[src/rtl/i2c_regslave_pkg.sv]
// Shared types for the I2C register target.
// Assumes: one-hot style is not needed; a compact binary state code is enough.
package i2c_regslave_pkg;

    typedef enum logic [2:0] {
        ST_IDLE,    // waiting for START
        ST_DEV,     // receiving device byte
        ST_CMD,     // receiving command (pointer) byte
        ST_WDATA,   // receiving first write data byte
        ST_WEXTRA,  // receiving surplus write bytes (NACKed)
        ST_ACK,     // target acknowledge clock
        ST_TX,      // sending a read byte
        ST_MACK     // host acknowledge clock after a read byte
    } st_t;

endpackage

[src/rtl/i2c_line_sync.sv]
// Synchronizes SCL and SDA into the system clock domain and derives
// SCL edges plus START and STOP conditions.
// Assumes: the bus idles high, STAGES >= 2, and SCL and SDA use the same depth
// so their relative order is preserved.
module i2c_line_sync #(
    parameter int STAGES = 2
) (
    input  logic clk,
    input  logic rst_n,
    input  logic scl_i,
    input  logic sda_i,
    output logic sda_hi,
    output logic scl_rise,
    output logic scl_fall,
    output logic start_det,
    output logic stop_det
);

    logic [STAGES-1:0] scl_ff;
    logic [STAGES-1:0] sda_ff;
    logic              scl_d;
    logic              sda_d;
    logic              scl_s;

    // Shift chains and one-cycle-delayed copies of the synchronized levels.
    always_ff @(posedge clk) begin
        if (!rst_n) begin
            scl_ff <= '1;
            sda_ff <= '1;
            scl_d  <= 1'b1;
            sda_d  <= 1'b1;
        end else begin
            scl_ff <= {scl_ff[STAGES-2:0], scl_i};
            sda_ff <= {sda_ff[STAGES-2:0], sda_i};
            scl_d  <= scl_ff[STAGES-1];
            sda_d  <= sda_ff[STAGES-1];
        end
    end

    // Edge and bus-condition decode from the synchronized levels.
    always_comb begin
        scl_s     = scl_ff[STAGES-1];
        sda_hi    = sda_ff[STAGES-1];
        scl_rise  = scl_s & ~scl_d;
        scl_fall  = ~scl_s & scl_d;
        start_det = scl_s & scl_d & sda_d & ~sda_hi;
        stop_det  = scl_s & scl_d & ~sda_d & sda_hi;
    end

endmodule

[src/rtl/i2c_access_map.sv]
// Decodes read and write permission for an 8-bit register pointer.
// Assumes: addresses at or above NREG do not exist and are neither readable
// nor writable.
module i2c_access_map #(
    parameter int              NREG   = 16,
    parameter logic [NREG-1:0] RD_MAP = '1,
    parameter logic [NREG-1:0] WR_MAP = '1
) (
    input  logic [7:0] addr,
    output logic       rd_ok,
    output logic       wr_ok
);

    localparam int AW = $clog2(NREG);

    logic in_range;

    // Range check, then map lookup.
    always_comb begin
        in_range = ({1'b0, addr} < 9'(NREG));
        rd_ok    = in_range && RD_MAP[addr[AW-1:0]];
        wr_ok    = in_range && WR_MAP[addr[AW-1:0]];
    end

endmodule

[src/rtl/i2c_addr_ptr.sv]
// Register pointer: loaded from the command byte, stepped after each read byte.
// Wraps from the top register to zero. Assumes load and step are never both set.
module i2c_addr_ptr #(
    parameter int NREG = 16
) (
    input  logic       clk,
    input  logic       rst_n,
    input  logic       load,
    input  logic [7:0] load_val,
    input  logic       step,
    output logic [7:0] ptr,
    output logic       at_top
);

    localparam logic [7:0] TOP = 8'(NREG - 1);

    assign at_top = (ptr == TOP);

    // Pointer update: load wins, step wraps at the top register.
    always_ff @(posedge clk) begin
        if (!rst_n) begin
            ptr <= 8'h00;
        end else if (load) begin
            ptr <= load_val;
        end else if (step) begin
            ptr <= at_top ? 8'h00 : ptr + 8'd1;
        end
    end

endmodule

[src/rtl/i2c_regslave.sv]
// I2C target that fronts an external register file. It handles the device
// byte, the command (pointer) byte, one write data byte and streaming reads
// with auto-increment.
// Assumes: 7-bit addressing only, no clock stretching, and a register file
// that returns rf_rdata combinationally for rf_addr.
module i2c_regslave
    import i2c_regslave_pkg::*;
#(
    parameter logic [6:0]      DEV_ADDR    = 7'h2A,
    parameter int              NREG        = 16,
    parameter logic [NREG-1:0] RD_MAP      = 16'hFFFB,
    parameter logic [NREG-1:0] WR_MAP      = 16'hFFFD,
    parameter int              SYNC_STAGES = 2,
    localparam int             AW          = $clog2(NREG)
) (
    input  logic          clk,
    input  logic          rst_n,
    input  logic          scl_i,
    input  logic          sda_i,
    output logic          sda_oe,
    output logic [AW-1:0] rf_addr,
    output logic          rf_we,
    output logic [7:0]    rf_wdata,
    input  logic [7:0]    rf_rdata
);

    logic       sda_hi, scl_rise, scl_fall, start_det, stop_det;
    logic [7:0] ptr;
    logic       at_top, rd_ok, wr_ok;
    logic       ptr_load, ptr_step;
    st_t        state, ack_next;
    logic [3:0] cnt;
    logic [7:0] shreg;
    logic [7:0] txsh;
    logic       wrapped;
    logic       rx_state, rx_done, dev_match;
    logic [7:0] tx_byte;

    i2c_line_sync #(.STAGES(SYNC_STAGES)) u_sync (
        .clk       (clk),
        .rst_n     (rst_n),
        .scl_i     (scl_i),
        .sda_i     (sda_i),
        .sda_hi    (sda_hi),
        .scl_rise  (scl_rise),
        .scl_fall  (scl_fall),
        .start_det (start_det),
        .stop_det  (stop_det)
    );

    i2c_access_map #(.NREG(NREG), .RD_MAP(RD_MAP), .WR_MAP(WR_MAP)) u_map (
        .addr  (ptr),
        .rd_ok (rd_ok),
        .wr_ok (wr_ok)
    );

    i2c_addr_ptr #(.NREG(NREG)) u_ptr (
        .clk      (clk),
        .rst_n    (rst_n),
        .load     (ptr_load),
        .load_val (shreg),
        .step     (ptr_step),
        .ptr      (ptr),
        .at_top   (at_top)
    );

    assign rf_addr = ptr[AW-1:0];

    // Byte-boundary decode and pointer control derived from the FSM.
    always_comb begin
        rx_state  = (state == ST_DEV) || (state == ST_CMD) ||
                    (state == ST_WDATA) || (state == ST_WEXTRA);
        rx_done   = rx_state && scl_fall && (cnt == 4'd8) && !start_det && !stop_det;
        dev_match = (shreg[7:1] == DEV_ADDR);
        ptr_load  = rx_done && (state == ST_CMD);
        ptr_step  = (state == ST_TX) && scl_fall && (cnt == 4'd8) && !start_det && !stop_det;
        tx_byte   = rd_ok ? rf_rdata : 8'h00;
    end

    // Main bit-level state machine: receive, acknowledge, transmit.
    always_ff @(posedge clk) begin
        if (!rst_n) begin
            state    <= ST_IDLE;
            ack_next <= ST_IDLE;
            cnt      <= 4'd0;
            shreg    <= 8'h00;
            txsh     <= 8'h00;
            sda_oe   <= 1'b0;
            wrapped  <= 1'b0;
            rf_we    <= 1'b0;
            rf_wdata <= 8'h00;
        end else begin
            rf_we <= 1'b0;
            if (start_det) begin
                state  <= ST_DEV;
                cnt    <= 4'd0;
                sda_oe <= 1'b0;
            end else if (stop_det) begin
                state  <= ST_IDLE;
                sda_oe <= 1'b0;
            end else begin
                case (state)
                    ST_DEV, ST_CMD, ST_WDATA, ST_WEXTRA: begin
                        if (scl_rise && cnt != 4'd8) begin
                            shreg <= {shreg[6:0], sda_hi};
                            cnt   <= cnt + 4'd1;
                        end else if (rx_done) begin
                            state <= ST_ACK;
                            case (state)
                                ST_DEV: begin
                                    if (dev_match && !shreg[0]) begin
                                        sda_oe   <= 1'b1;
                                        ack_next <= ST_CMD;
                                    end else if (dev_match && rd_ok) begin
                                        sda_oe   <= 1'b1;
                                        ack_next <= ST_TX;
                                    end else begin
                                        sda_oe   <= 1'b0;
                                        ack_next <= ST_IDLE;
                                    end
                                end
                                ST_CMD: begin
                                    sda_oe   <= 1'b1;
                                    ack_next <= ST_WDATA;
                                end
                                ST_WDATA: begin
                                    sda_oe   <= 1'b1;
                                    ack_next <= ST_WEXTRA;
                                    rf_we    <= wr_ok;
                                    rf_wdata <= shreg;
                                end
                                default: begin
                                    sda_oe   <= 1'b0;
                                    ack_next <= ST_IDLE;
                                end
                            endcase
                        end
                    end
                    ST_ACK: begin
                        if (scl_fall) begin
                            cnt   <= 4'd0;
                            state <= ack_next;
                            if (ack_next == ST_TX) begin
                                txsh    <= tx_byte;
                                sda_oe  <= ~tx_byte[7];
                                wrapped <= 1'b0;
                            end else begin
                                sda_oe <= 1'b0;
                            end
                        end
                    end
                    ST_TX: begin
                        if (scl_rise) begin
                            cnt <= cnt + 4'd1;
                        end else if (scl_fall) begin
                            if (cnt == 4'd8) begin
                                sda_oe  <= 1'b0;
                                state   <= ST_MACK;
                                wrapped <= at_top;
                            end else begin
                                txsh   <= {txsh[6:0], 1'b0};
                                sda_oe <= ~txsh[6];
                            end
                        end
                    end
                    ST_MACK: begin
                        if (scl_rise) begin
                            if (sda_hi || wrapped) begin
                                state <= ST_IDLE;
                            end
                        end else if (scl_fall) begin
                            cnt    <= 4'd0;
                            txsh   <= tx_byte;
                            sda_oe <= ~tx_byte[7];
                            state  <= ST_TX;
                        end
                    end
                    default: begin
                        sda_oe <= 1'b0;
                    end
                endcase
            end
        end
    end

endmodule

[config.mk]
export PLATFORM = sky130hd
export DESIGN_NAME = i2c_regslave
export DESIGN_NICKNAME = d
export VERILOG_FILES = /design/src/rtl/i2c_regslave_pkg.sv /design/src/rtl/i2c_line_sync.sv /design/src/rtl/i2c_access_map.sv /design/src/rtl/i2c_addr_ptr.sv /design/src/rtl/i2c_regslave.sv
export SDC_FILE = /design/constraint.sdc
export NUM_CORES = 1
export LEC_CHECK = 0
export BUFFER_PORTS_ARGS = -buffer_cell sky130_fd_sc_hd__buf_2
export CAP_MARGIN = 40
export CORE_MARGIN = 5
export CORE_UTILIZATION = 64
export CTS_CLUSTER_DIAMETER = 60
export DETAILED_ROUTE_END_ITERATION = 8
export GPL_ROUTABILITY_DRIVEN = 0
export PLACE_DENSITY = 0.86
export SYNTH_ARGS = -nofsm -noshare
export SYNTH_HDL_FRONTEND = slang
export SYNTH_SLANG_ARGS = --single-unit
[constraint.sdc]
create_clock -name clk -period 6.1 [get_ports clk]
set_clock_uncertainty 0.2 [all_clocks]
set_input_delay 0.915 -clock clk [delete_from_list [all_inputs] [get_ports clk]]
set_output_delay 0.915 -clock clk [all_outputs]
set_load 0.05 [all_outputs]
=== After elaboration in Yosys (flattened, before gate mapping) ===
Memories as Yosys holds them, arrays and structs flattened. A register that Yosys moved wholly into a read port is not among the register bits.
Index checks and enable logic that the tools add are counted.

* Bits in registers: 50
* Memory bits (read-only): 32
* Input bits: 12
* Logic and storage cells: 172
* Memories: 2

{| class="wikitable"
|+ Memory list
! name !! words !! bits a word !! rd ports !! clocked after Yosys merged registers in !! wr ports !! RTL line !! source
|-
| (no name shown) || 16 || 1 || 1 || 1 || 0 || i2c_access_map.sv:21 || <nowiki>rd_ok = in_range && RD_MAP[addr[AW-1:0]];</nowiki>
|-
| (no name shown) || 16 || 1 || 1 || 1 || 0 || i2c_access_map.sv:22 || <nowiki>wr_ok = in_range && WR_MAP[addr[AW-1:0]];</nowiki>
|}

* $add $sub $neg: 2
* Order comparisons: 2
* Eq/ne operators: 34
* Multiplexer cells: 57
* Bitwise gates (word level): 20
* Reductions and logical operators: 40

{| class="wikitable"
|+ Operators by type and width
! cell !! count
|-
| $mux W7 || 7
|-
| $mux W3 || 11
|-
| $mux W4 || 8
|-
| $mux W8 || 4
|-
| $ne A4 B4 Y1 const B || 6
|-
| $ne A2 B2 Y1 const B || 11
|-
| $pmux W7 S3 || 1
|-
| $mux W1 || 20
|-
| $reduce_and A9 Y1 || 2
|-
| $pmux W4 S4 || 1
|-
| $eq A3 B3 Y1 const B || 5
|-
| $logic_and A1 B1 Y1 || 14
|-
| $not A1 Y1 || 13
|-
| $pmux W3 S4 || 1
|-
| $ne A5 B5 Y1 const B || 2
|-
| $reduce_and A10 Y1 || 1
|-
| $reduce_and A5 Y1 || 2
|-
| $pmux W3 S3 || 1
|-
| $add A8 B1 Y8 const B || 1
|-
| $eq A8 B4 Y1 const B || 1
|-
| $lt A8 B5 Y1 const B || 1
|-
| $reduce_and A8 Y1 || 1
|-
| $and A1 B1 Y1 || 7
|-
| $eq A7 B6 Y1 const B || 1
|-
| 23 further kinds || 33
|}

=== Logic depth before layout (Yosys ltp) ===
Gate-level depths: netlist of the first run.

* Word-level depth: 13
* Gate-level depth with buffers: 9
* Gate-level depth less buffers: 7

=== Modules after synthesis ===
A second synthesis of the first run with hierarchy kept.

* Cells, all modules: 329
* Area, all modules: 2,746.4 um2

{| class="wikitable"
|+ Modules (own cells, without submodules)
! module !! times used !! cells an instance !! area an instance (um2) !! seq. area each (um2)
|-
| i2c_regslave || 1 || 250 || 2,049.5 || 720.7
|-
| i2c_addr_ptr || 1 || 57 || 471.7 || 160.2
|-
| i2c_line_sync || 1 || 16 || 190.2 || 120.1
|-
| i2c_access_map || 1 || 6 || 35.0 || 0.0
|}

=== Worst setup path before layout of the first run ===
No wires, ideal clock.

* Path type: input to register
* Start: in rst_n
* End: reg shreg[1]
* Data arrival time: 1,883 ps
* Data required time: 5,772 ps
* Slack: 3,889 ps
* Cell stages on the path: 5
* Path buffers: 3
* Cells stage by stage: clkbuf_1 > inv_1 > clkbuf_1 > clkbuf_1 > nor2_1

{| class="wikitable"
|+ RTL lines
! item !! RTL line !! source
|-
| start: declaration || i2c_regslave.sv:17 || <nowiki>input logic rst_n,</nowiki>
|-
| end signal: assignment || i2c_regslave.sv:105 || <nowiki>shreg <= {shreg[6:0], sda_hi};</nowiki>
|-
| end: declaration || i2c_regslave.sv:33 || <nowiki>logic [7:0] shreg;</nowiki>
|}

No word-level cell between the ends.

==> results of run 1 <==
## registers in the layout, indices dropped and copies added, names as in the netlist, named ones only
| name | count |
|---|---|
| wrapped | 1 |
| u_sync.sda_d | 1 |
| state | 3 |
| shreg | 8 |
| u_ptr.ptr | 8 |
| cnt | 4 |
| txsh | 7 |
| rf_wdata | 8 |
| u_sync.sda_ff | 2 |
| sda_oe | 1 |
| ack_next | 3 |
| rf_we | 1 |
| u_sync.scl_d | 1 |
| u_sync.scl_ff | 2 |
## layer usage
metal / global-route usage, % / part of all wire [%] / up-vias
li1: - / - / 1327
met1: 31.2 / 47 / 1241
met2: 37.6 / 45 / 108
met3: 4.13 / 5.9 / 10
met4: 6.82 / 1.1 / 0
met5: 0 / 0 / -
## stage by stage
stage	utilization, %	setup slack, ns	instances
global route	69.3	3.13	420
floorplan	-	3.89	358
CTS	69.3	3.36	420
finish	69.3	3.34	420
detailed placement	66.3	3.26	412
global placement	65.7	3.15	410
## cell usage in the layout (no fill, tap or decap), drive strengths merged, types with 4 or more instances in the layout
cell type / instances
a2111oi: 4
a211oi: 13
a21oi: 25
a221oi: 7
a31oi: 5
and2: 5
and3: 5
buf: 27
clkbuf: 5
dfxtp: 52
ha: 7
inv: 21
mux2i: 11
nand2: 47
nand2b: 7
nand3: 10
nand3b: 4
nor2: 16
nor2b: 5
nor3: 6
nor4: 6
o211ai: 5
o21ai: 22
## final cells by class
| class | count | share of cell area, % |
|---|---|---|
| well taps | 54 | 2.11 |
| clock inverters | 3 | 2.15 |
| flip-flops and latches | 52 | 32.4 |
| repair buffers | 27 | 4.84 |
| multi-input cells | 259 | 54.0 |
| inverters | 20 | 2.34 |
| clock buffers | 5 | 2.15 |
## power by group through the flow
stage | Clock (mW) | Sequential (mW) | Combinational (mW)
2_1_floorplan | 0 | 0.356 | 0.0608
3_3_place_gp | 0 | 0.367 | 0.0614
3_5_place_dp | 0 | 0.362 | 0.0720
4_1_cts | 0.289 | 0.354 | 0.0723
5_1_grt | 0.305 | 0.356 | 0.0797
6_report | 0.286 | 0.355 | 0.0734
## cell families after synthesis
family	Yosys count
AND/OR/NAND/NOR	131
AO/OA/AOI/OAI	107
flip-flops	52
buffers and inverters	47
multiplexers	11
adder cells (fa/ha/maj)	7
XOR/XNOR	3
## worst min path at each step
stage / startpoint / end / slack, ns / cells after the start
4_1_cts: u_sync.sda_ff[0] / u_sync.sda_ff[1] / 0.22 / 1
5_1_grt: u_sync.sda_ff[0] / u_sync.sda_ff[1] / 0.23 / 1
3_3_place_gp: u_sync.sda_ff[0] / u_sync.sda_ff[1] / 0.19 / 1
2_1_floorplan: u_sync.scl_ff[0] / u_sync.scl_ff[1] / 0.19 / 1
3_5_place_dp: u_sync.sda_ff[0] / u_sync.sda_ff[1] / 0.19 / 1
6_report: u_sync.sda_ff[0] / u_sync.sda_ff[1] / 0.22 / 1
==> flow_summary.json, run 1 <==
{
  "run_status": "completed",
  "synth.most_common_cell": "sky130_fd_sc_hd__dfxtp_1",
  "crit_path_cell_trace": "nand3b_1 -> a211oi_2 -> nor2_1 -> a2111oi_2 -> nand3_1",
  "critPathTopFamily": "compound AO/OA/AOI/OAI gates",
  "placement.io_buffers": 25,
  "crit_start": "state[1]",
  "syn_to_final_growth_pct": 7.01,
  "initial_core_utilization_pct": 64.8,
  "max_stage_delay_ns": 0.84,
  "synth-seq-cells": 52,
  "class_of_the_worst_hold_path": "register to register",
  "setup.worst_path.class": "register to register",
  "die_height_um": 78.4,
  "grt_pass1_vias": 2453,
  "yosys.area_share.xor_xnor_pct": 1.50,
  "seqCellArea_um2": 1040,
  "switching_share_pct": 24.8,
  "synth_largest_type_area_fraction_pct": 34.7,
  "crit_cells": 5,
  "drt_iter0_markers": 232,
  "post_cts_buffers": 0,
  "postSynthNetCount": 377,
  "synth-warning-count": 0,
  "drc_violations_left": 0,
  "fill_cells": 368,
  "via_count": 2686,
  "global_route_wire_length_before_repair_um": 11600,
  "slew-limit-headroom_pct": 46.6,
  "path_buf_inv": 0,
  "finalHoldWorstSlack_ns": 0.219,
  "share_of_flip_flops_with_an_asynchronous_set_or_reset_after_synthesis_pct": 0,
  "chipWidth_um": 78.4,
  "yosys.area.top_type": "sky130_fd_sc_hd__dfxtp_1",
  "core-area_um2": 4630,
  "reg2regPathDepth": 5,
  "antenna_fix_cells": 0,
  "synthFlopType": "sky130_fd_sc_hd__dfxtp_1",
  "p_comb_share_pct": 10.3,
  "power.share.clock_pct": 40.0,
  "clock_tree.buffer_depth": 2,
  "worst_skew_pair.late_latency_ns": 0.31,
  "cts.root.buffer_cell": "sky130_fd_sc_hd__clkbuf_8",
  "cts_made_buffers": 5,
  "finalCriticalPeriod_ns": 2.76,
  "worst_r2r_startpoint": "state[1]",
  "ys_seq_area_share_pct": 34.7,
  "synth_enable_flop_cells": 0,
  "critPathSlowestCell": "sky130_fd_sc_hd__dfxtp_1",
  "post_dp_cell_area_um2": 3070,
  "cp.required_ns": 6.09,
  "placement_rows": 25,
  "detailedPlacementHpwl_um": 4800,
  "globalRoute.totalOverflow": 0,
  "power_density_nw_per_um2": 223,
  "post_synth_inst_count": 358,
  "multi_input_area_um2": 1730,
  "drv_slew": 0,
  "grt_max_degree": 29,
  "yosys.area_share.simple_pct": 23.2,
  "max_slew.worst_pin.slew_ns": 0.800,
  "finalHoldViolCount": 0,
  "totalPowerFinal_mw": 0.714,
  "worst_ep_arrival_time_ns": 2.74,
  "end_kind": "register",
  "start_kind": "register",
  "detail-route-antenna-nets": 0,
  "power_report.internal_total_mw": 0.537,
  "synth_mux_area_share_pct": 3.67,
  "antenna_violations_before_repair": 0,
  "synth_top_family_by_area": "compound AO/OA/AOI/OAI gates",
  "drt_wl_total_um": 6800,
  "synth-compound-area-share_pct": 26.4,
  "ff2ff_setup_slack_ns": 3.34,
  "floorplan.die_area_um2": 6150,
  "synth_adder_area_share_pct": 2.92,
  "postCtsHoldBufs": 0,
  "drt_first_pass_iters": 5,
  "rsz0062_at_grt": "false",
  "setup_violations": 0,
  "wire_per_inst_um": 16.2,
  "static-leakage-power_nw": 1.14,
  "fin_area_um2": 3210,
  "post_cts_resize_count": 0,
  "drv_cap": 0,
  "critical_path.max_fanout": 26,
  "synthTopCellsByCount": "sky130_fd_sc_hd__dfxtp_1, sky130_fd_sc_hd__nand2_1, sky130_fd_sc_hd__a21oi_1, sky130_fd_sc_hd__o21ai_0, sky130_fd_sc_hd__inv_1",
  "fmax_ghz": 0.363,
  "fin_crit_sh_pct": 45.2,
  "nNetsFinal": 384,
  "totalNegativeSetupSlack_ns": 0,
  "seq_power_share_pct": 49.7,
  "ir_drop_v": 0.000168,
  "htreeDepth": 2,
  "post_synth_num_cell_types": 74,
  "cts.sink_count": 52,
  "cts_tree": "built",
  "synthesis.area_per_instance_um2": 8.37,
  "aggregate_global_route_resource_usage_pct": 23.1,
  "layout-drive-gt1-share_pct": 15.0,
  "route.detailed.vias_per_inst": 6.40,
  "summed_instance_area_of_the_synthesized_netlist_um2": 3000,
  "cts.clk_slew.worst_paths_ns": 0.10,
  "top_level_ports": 26,
  "power_switching_mw": 0.177,
  "synthTopCellsByArea": "sky130_fd_sc_hd__dfxtp_1, sky130_fd_sc_hd__nand2_1, sky130_fd_sc_hd__a21oi_1"
}
Power figures use the tool's default switching activity.
==> inputs of run 2 (changes only) <==
Settings changed: CORE_UTILIZATION 64 to 59, PLACE_DENSITY 0.86 to 0.8.
Clock period 6.1 ns to 2.8 ns, I/O delays scaled along.
==> flow_summary.json, run 2 (same netlist as run 1, synthesis figures left out) <==
{
  "run_status": "completed",
  "reg2regPathDepth": 7,
  "max_slew.worst_pin.slew_ns": 0.761,
  "layout-drive-gt1-share_pct": 15.7,
  "setup.worst_path.class": "register to register",
  "cts.root.buffer_cell": "sky130_fd_sc_hd__clkbuf_8",
  "crit_start": "cnt[0]",
  "floorplan.die_area_um2": 6610,
  "placement.io_buffers": 25,
  "start_kind": "register",
  "ir_drop_v": 0.000277,
  "cts.sink_count": 52,
  "antenna_violations_before_repair": 0,
  "antenna_fix_cells": 0,
  "drt_first_pass_iters": 5,
  "ff2ff_setup_slack_ns": 0.32,
  "die_height_um": 81.3,
  "final_common_cell": "sky130_fd_sc_hd__dfxtp_1",
  "postCtsHoldBufs": 0,
  "fin_util_pct": 63.7,
  "cp.required_ns": 2.82,
  "worst_ep_arrival_time_ns": 2.50,
  "nNetsFinal": 388,
  "worstSetupEndpoint": "txsh[3]",
  "post_cts_buffers": 0,
  "slew-limit-headroom_pct": 49.2,
  "finalHoldWorstSlack_ns": 0.0869,
  "totalNegativeSetupSlack_ns": 0,
  "grt_pass1_vias": 2431,
  "cts.clk_slew.worst_paths_ns": 0.09,
  "htreeDepth": 2,
  "drc_violations_left": 0,
  "grt_max_degree": 24,
  "finalCriticalPeriod_ns": 2.48,
  "rsz0062_at_grt": "false",
  "syn_to_final_growth_pct": 6.47,
  "critical_path.max_fanout": 14,
  "core-area_um2": 5010,
  "drv_slew": 0,
  "finalHoldViolCount": 0,
  "cts_tree": "built",
  "initial_core_utilization_pct": 59.8,
  "setup_violations": 0,
  "post_cts_resize_count": 0,
  "drt_iter0_markers": 260,
  "detail-route-antenna-nets": 0,
  "fin_crit_sh_pct": 88.7,
  "route.detailed.vias_per_inst": 6.09,
  "worst_skew_pair.late_latency_ns": 0.31,
  "power_density_nw_per_um2": 425,
  "class_of_the_worst_hold_path": "primary input to register",
  "detailedPlacementHpwl_um": 4720,
  "reg_top3": "rf_wdata (8), shreg (8), u_ptr.ptr (8)",
  "cts_made_buffers": 5,
  "global_route_wire_length_before_repair_um": 11400,
  "clock_tree.buffer_depth": 2,
  "via_count": 2680,
  "static-leakage-power_nw": 1.13,
  "end_kind": "register",
  "fill_cells": 456,
  "drt_wl_total_um": 6620,
  "worst_r2r_startpoint": "cnt[0]",
  "mostFrequentLayoutCells": "sky130_fd_sc_hd__dfxtp_1, sky130_fd_sc_hd__nand2_1, sky130_fd_sc_hd__buf_2, sky130_fd_sc_hd__a21oi_1, sky130_fd_sc_hd__o21ai_0",
  "aggregate_global_route_resource_usage_pct": 21.8,
  "top_level_ports": 26,
  "min-delay-start": "sda_i",
  "globalRoute.totalOverflow": 0,
  "wire_per_inst_um": 15.0,
  "critical_path.reg2reg.endpoint": "txsh[3]",
  "fmax_ghz": 0.403,
  "drv_cap": 0,
  "placement_rows": 26,
  "chipWidth_um": 81.3
}
[run 2: cell types whose count changed in the layout (fill, tap and decap cells not counted)]
cell                        previous run  this run
sky130_fd_sc_hd__buf_4                 0         6
sky130_fd_sc_hd__buf_8                 2         0
sky130_fd_sc_hd__bufinv_16             2         0
sky130_fd_sc_hd__clkbuf_1              0         1
sky130_fd_sc_hd__clkinv_2              0         1
[run 2: power by group]
part           internal, mW  total [mW]  leakage [nW]  switching, mW
Clock                 0.179       0.428        0.0456          0.250
Combinational        0.0580       0.155         0.667         0.0968
Sequential            0.748       0.774         0.420         0.0260
Total                 0.985        1.36          1.13          0.373
[run 2: worst max-delay path: stages (launching register included)]
cell	delay (ns)
sky130_fd_sc_hd__dfxtp_1	0.35
sky130_fd_sc_hd__inv_1	0.06
sky130_fd_sc_hd__ha_1	0.16
sky130_fd_sc_hd__nand3b_1	0.44
sky130_fd_sc_hd__o21a_1	0.36
sky130_fd_sc_hd__o2111ai_2	0.49
sky130_fd_sc_hd__a221oi_1	0.10
sky130_fd_sc_hd__a211oi_1	0.24
[run 2: worst min-delay path by stage]
stage                  endpoint  slack (ns)  cells past startpoint
6_report       u_sync.sda_ff[0]        0.09                      2
5_1_grt        u_sync.scl_ff[0]        0.09                      2
4_1_cts        u_sync.sda_ff[0]        0.08                      2
3_5_place_dp   u_sync.sda_ff[1]        0.20                      1
3_3_place_gp   u_sync.sda_ff[1]        0.19                      1
2_1_floorplan  u_sync.scl_ff[1]        0.19                      1
[run 2: stage by stage]
step / instances / power [mW] / setup WS, ns / instance area, um^2
2_1_floorplan: 358 / 0.907 / 0.762 / 3000
3_3_place_gp: 432 / 0.941 / 0.451 / 3110
3_5_place_dp: 432 / 0.943 / 0.371 / 3110
4_1_cts: 440 / 1.36 / 0.345 / 3190
5_1_grt: 440 / 1.42 / 0.106 / 3190
6_report: 440 / 1.36 / 0.316 / 3190
[run 2: cell type report]
type	count	area (um^2)	area share (%)
Timing Repair Buffer	31	170	5.33
Multi-Input combinational cell	259	1730	54.3
Tap cell	70	87.6	2.74
Inverter	20	75.1	2.35
Clock buffer	6	72.6	2.27
Sequential cell	52	1040	32.6
Clock inverter	2	13.8	0.431
[run 2: layer usage]
| layer | GRT usage, % | share of wire (%) |
|---|---|---|
| met4 | 6.59 | 1.3 |
| met3 | 3.88 | 7.3 |
| met5 | 0 | 0 |
| met1 | 30.3 | 46 |
| met2 | 34.1 | 45 |
==> inputs of run 3 (changes only) <==
==> constraint.sdc (replaced) <==
create_clock -name clk -period 2.8 [get_ports clk]
set_clock_uncertainty 0.2 [all_clocks]
set_input_delay 0.28 -clock clk [delete_from_list [all_inputs] [get_ports clk]]
set_output_delay 0.28 -clock clk [all_outputs]
set_load 0.05 [all_outputs]
==> flow_summary.json, run 3 (same netlist as run 1, synthesis figures left out) <==
{
  "post_cts_resize_count": 0,
  "fin_ws_ns": 0.329,
  "drc_violations_left": 0,
  "static-leakage-power_nw": 1.14,
  "setup_violations": 0,
  "end_kind": "register",
  "fin_util_pct": 64.1,
  "placed_cells_incl_taps": 432,
  "start_kind": "register",
  "layout-drive-gt1-share_pct": 15.6,
  "ir_drop_v": 0.000277,
  "reg_top3": "rf_wdata (8), shreg (8), u_ptr.ptr (8)",
  "placement.io_buffers": 25,
  "cts.sink_count": 52,
  "fill_cells": 454,
  "cts_tree": "built",
  "wire_per_inst_um": 15.0,
  "drt_first_pass_iters": 5,
  "setup.worst_path.class": "register to register",
  "finalCriticalPeriod_ns": 2.47,
  "die_height_um": 81.3,
  "worst_ep_arrival_time_ns": 2.49,
  "critical_path.max_fanout": 14,
  "grt_pass1_vias": 2440,
  "syn_to_final_growth_pct": 7.14,
  "post_dp_cell_area_um2": 3110,
  "postCtsHoldBufs": 2,
  "floorplan.die_area_um2": 6610,
  "top_level_ports": 26,
  "fin_crit_sh_pct": 88.3,
  "totalNegativeSetupSlack_ns": 0,
  "rsz0062_at_grt": "false",
  "placement_rows": 26,
  "globalRoute.totalOverflow": 0,
  "final_common_cell": "sky130_fd_sc_hd__dfxtp_1",
  "clock_tree.buffer_depth": 2,
  "drt_iter0_markers": 264,
  "core-area_um2": 5010,
  "drt_wl_total_um": 6650,
  "finalHoldWorstSlack_ns": 0.101,
  "max_slew.worst_pin.slew_ns": 0.769,
  "preCtsSetupSlack_ns": 0.371,
  "detail-route-antenna-nets": 0,
  "drv_cap": 0,
  "class_of_the_worst_hold_path": "primary input to register",
  "htreeDepth": 2,
  "cts.root.buffer_cell": "sky130_fd_sc_hd__clkbuf_8",
  "fin_area_um2": 3210,
  "mostFrequentLayoutCells": "sky130_fd_sc_hd__dfxtp_1, sky130_fd_sc_hd__nand2_1, sky130_fd_sc_hd__buf_2, sky130_fd_sc_hd__a21oi_1, sky130_fd_sc_hd__o21ai_0",
  "cts.clk_slew.worst_paths_ns": 0.10,
  "route.detailed.vias_per_inst": 6.08,
  "slew-limit-headroom_pct": 48.6,
  "aggregate_global_route_resource_usage_pct": 21.8,
  "instances_no_fill": 442,
  "power_density_nw_per_um2": 425,
  "totalPowerFinal_mw": 1.36,
  "initial_core_utilization_pct": 59.8,
  "nNetsFinal": 390,
  "grt_max_degree": 24,
  "cts_made_buffers": 5,
  "worst_skew_pair.late_latency_ns": 0.31,
  "drv_slew": 0,
  "finalHoldViolCount": 0,
  "via_count": 2688,
  "run_status": "completed",
  "chipWidth_um": 81.3,
  "detailedPlacementHpwl_um": 4720,
  "fmax_ghz": 0.405,
  "global_route_wire_length_before_repair_um": 11500,
  "cp.required_ns": 2.82,
  "post_cts_buffers": 0,
  "antenna_fix_cells": 0,
  "antenna_violations_before_repair": 0
}
-- run 3: cell count changes in the layout (fill, tap and decap cells not counted), sizes merged --
| cell | previous run | this run |
|---|---|---|
| dlygate4sd3 | 0 | 2 |
-- run 3: layout make-up --
class                           instances  area, um^2  share of cell area, %
Sequential cell                        52        1040                   32.4
Clock inverter                          2        13.8                  0.429
Tap cell                               70        87.6                   2.73
Clock buffer                            6        72.6                   2.26
Multi-Input combinational cell        259        1730                   53.9
Inverter                               20        75.1                   2.34
Timing Repair Buffer                   33         190                   5.92
-- run 3: path summary, 6_finish.rpt --
kind,slack (ns),cells after the start,start,to
max,0.33,7,cnt[0],txsh[3]
min,0.10,4,rf_rdata[0],txsh[0]
max reg2reg,0.33,7,cnt[0],txsh[3]
min reg2reg,0.21,1,u_sync.sda_ff[0],u_sync.sda_ff[1]
-- run 3: where the power goes --
| part | internal, mW | switching, mW | leakage, nW |
|---|---|---|---|
| combinational | 0.0598 | 0.0972 | 0.675 |
| sequential | 0.748 | 0.0262 | 0.420 |
| clock | 0.179 | 0.254 | 0.0456 |
-- run 3: critical path, cell delays in order, from the launching register on --
cell and delay, ns:
sky130_fd_sc_hd__dfxtp_1 0.35, sky130_fd_sc_hd__inv_1 0.06, sky130_fd_sc_hd__ha_1 0.16, sky130_fd_sc_hd__nand3b_1 0.43, sky130_fd_sc_hd__o21a_1 0.35, sky130_fd_sc_hd__o2111ai_2 0.50, sky130_fd_sc_hd__a221oi_1 0.10, sky130_fd_sc_hd__a211oi_1 0.24
-- run 3: routing by layer --
| metal | up-vias | wire (um) | GRT usage (%) |
|---|---|---|---|
| met5 | - | 0 | 0 |
| met4 | 0 | 84 | 6.59 |
| met1 | 1248 | 3070 | 30.4 |
| met2 | 104 | 3030 | 34.3 |
| met3 | 10 | 465 | 3.88 |
| li1 | 1326 | - | - |
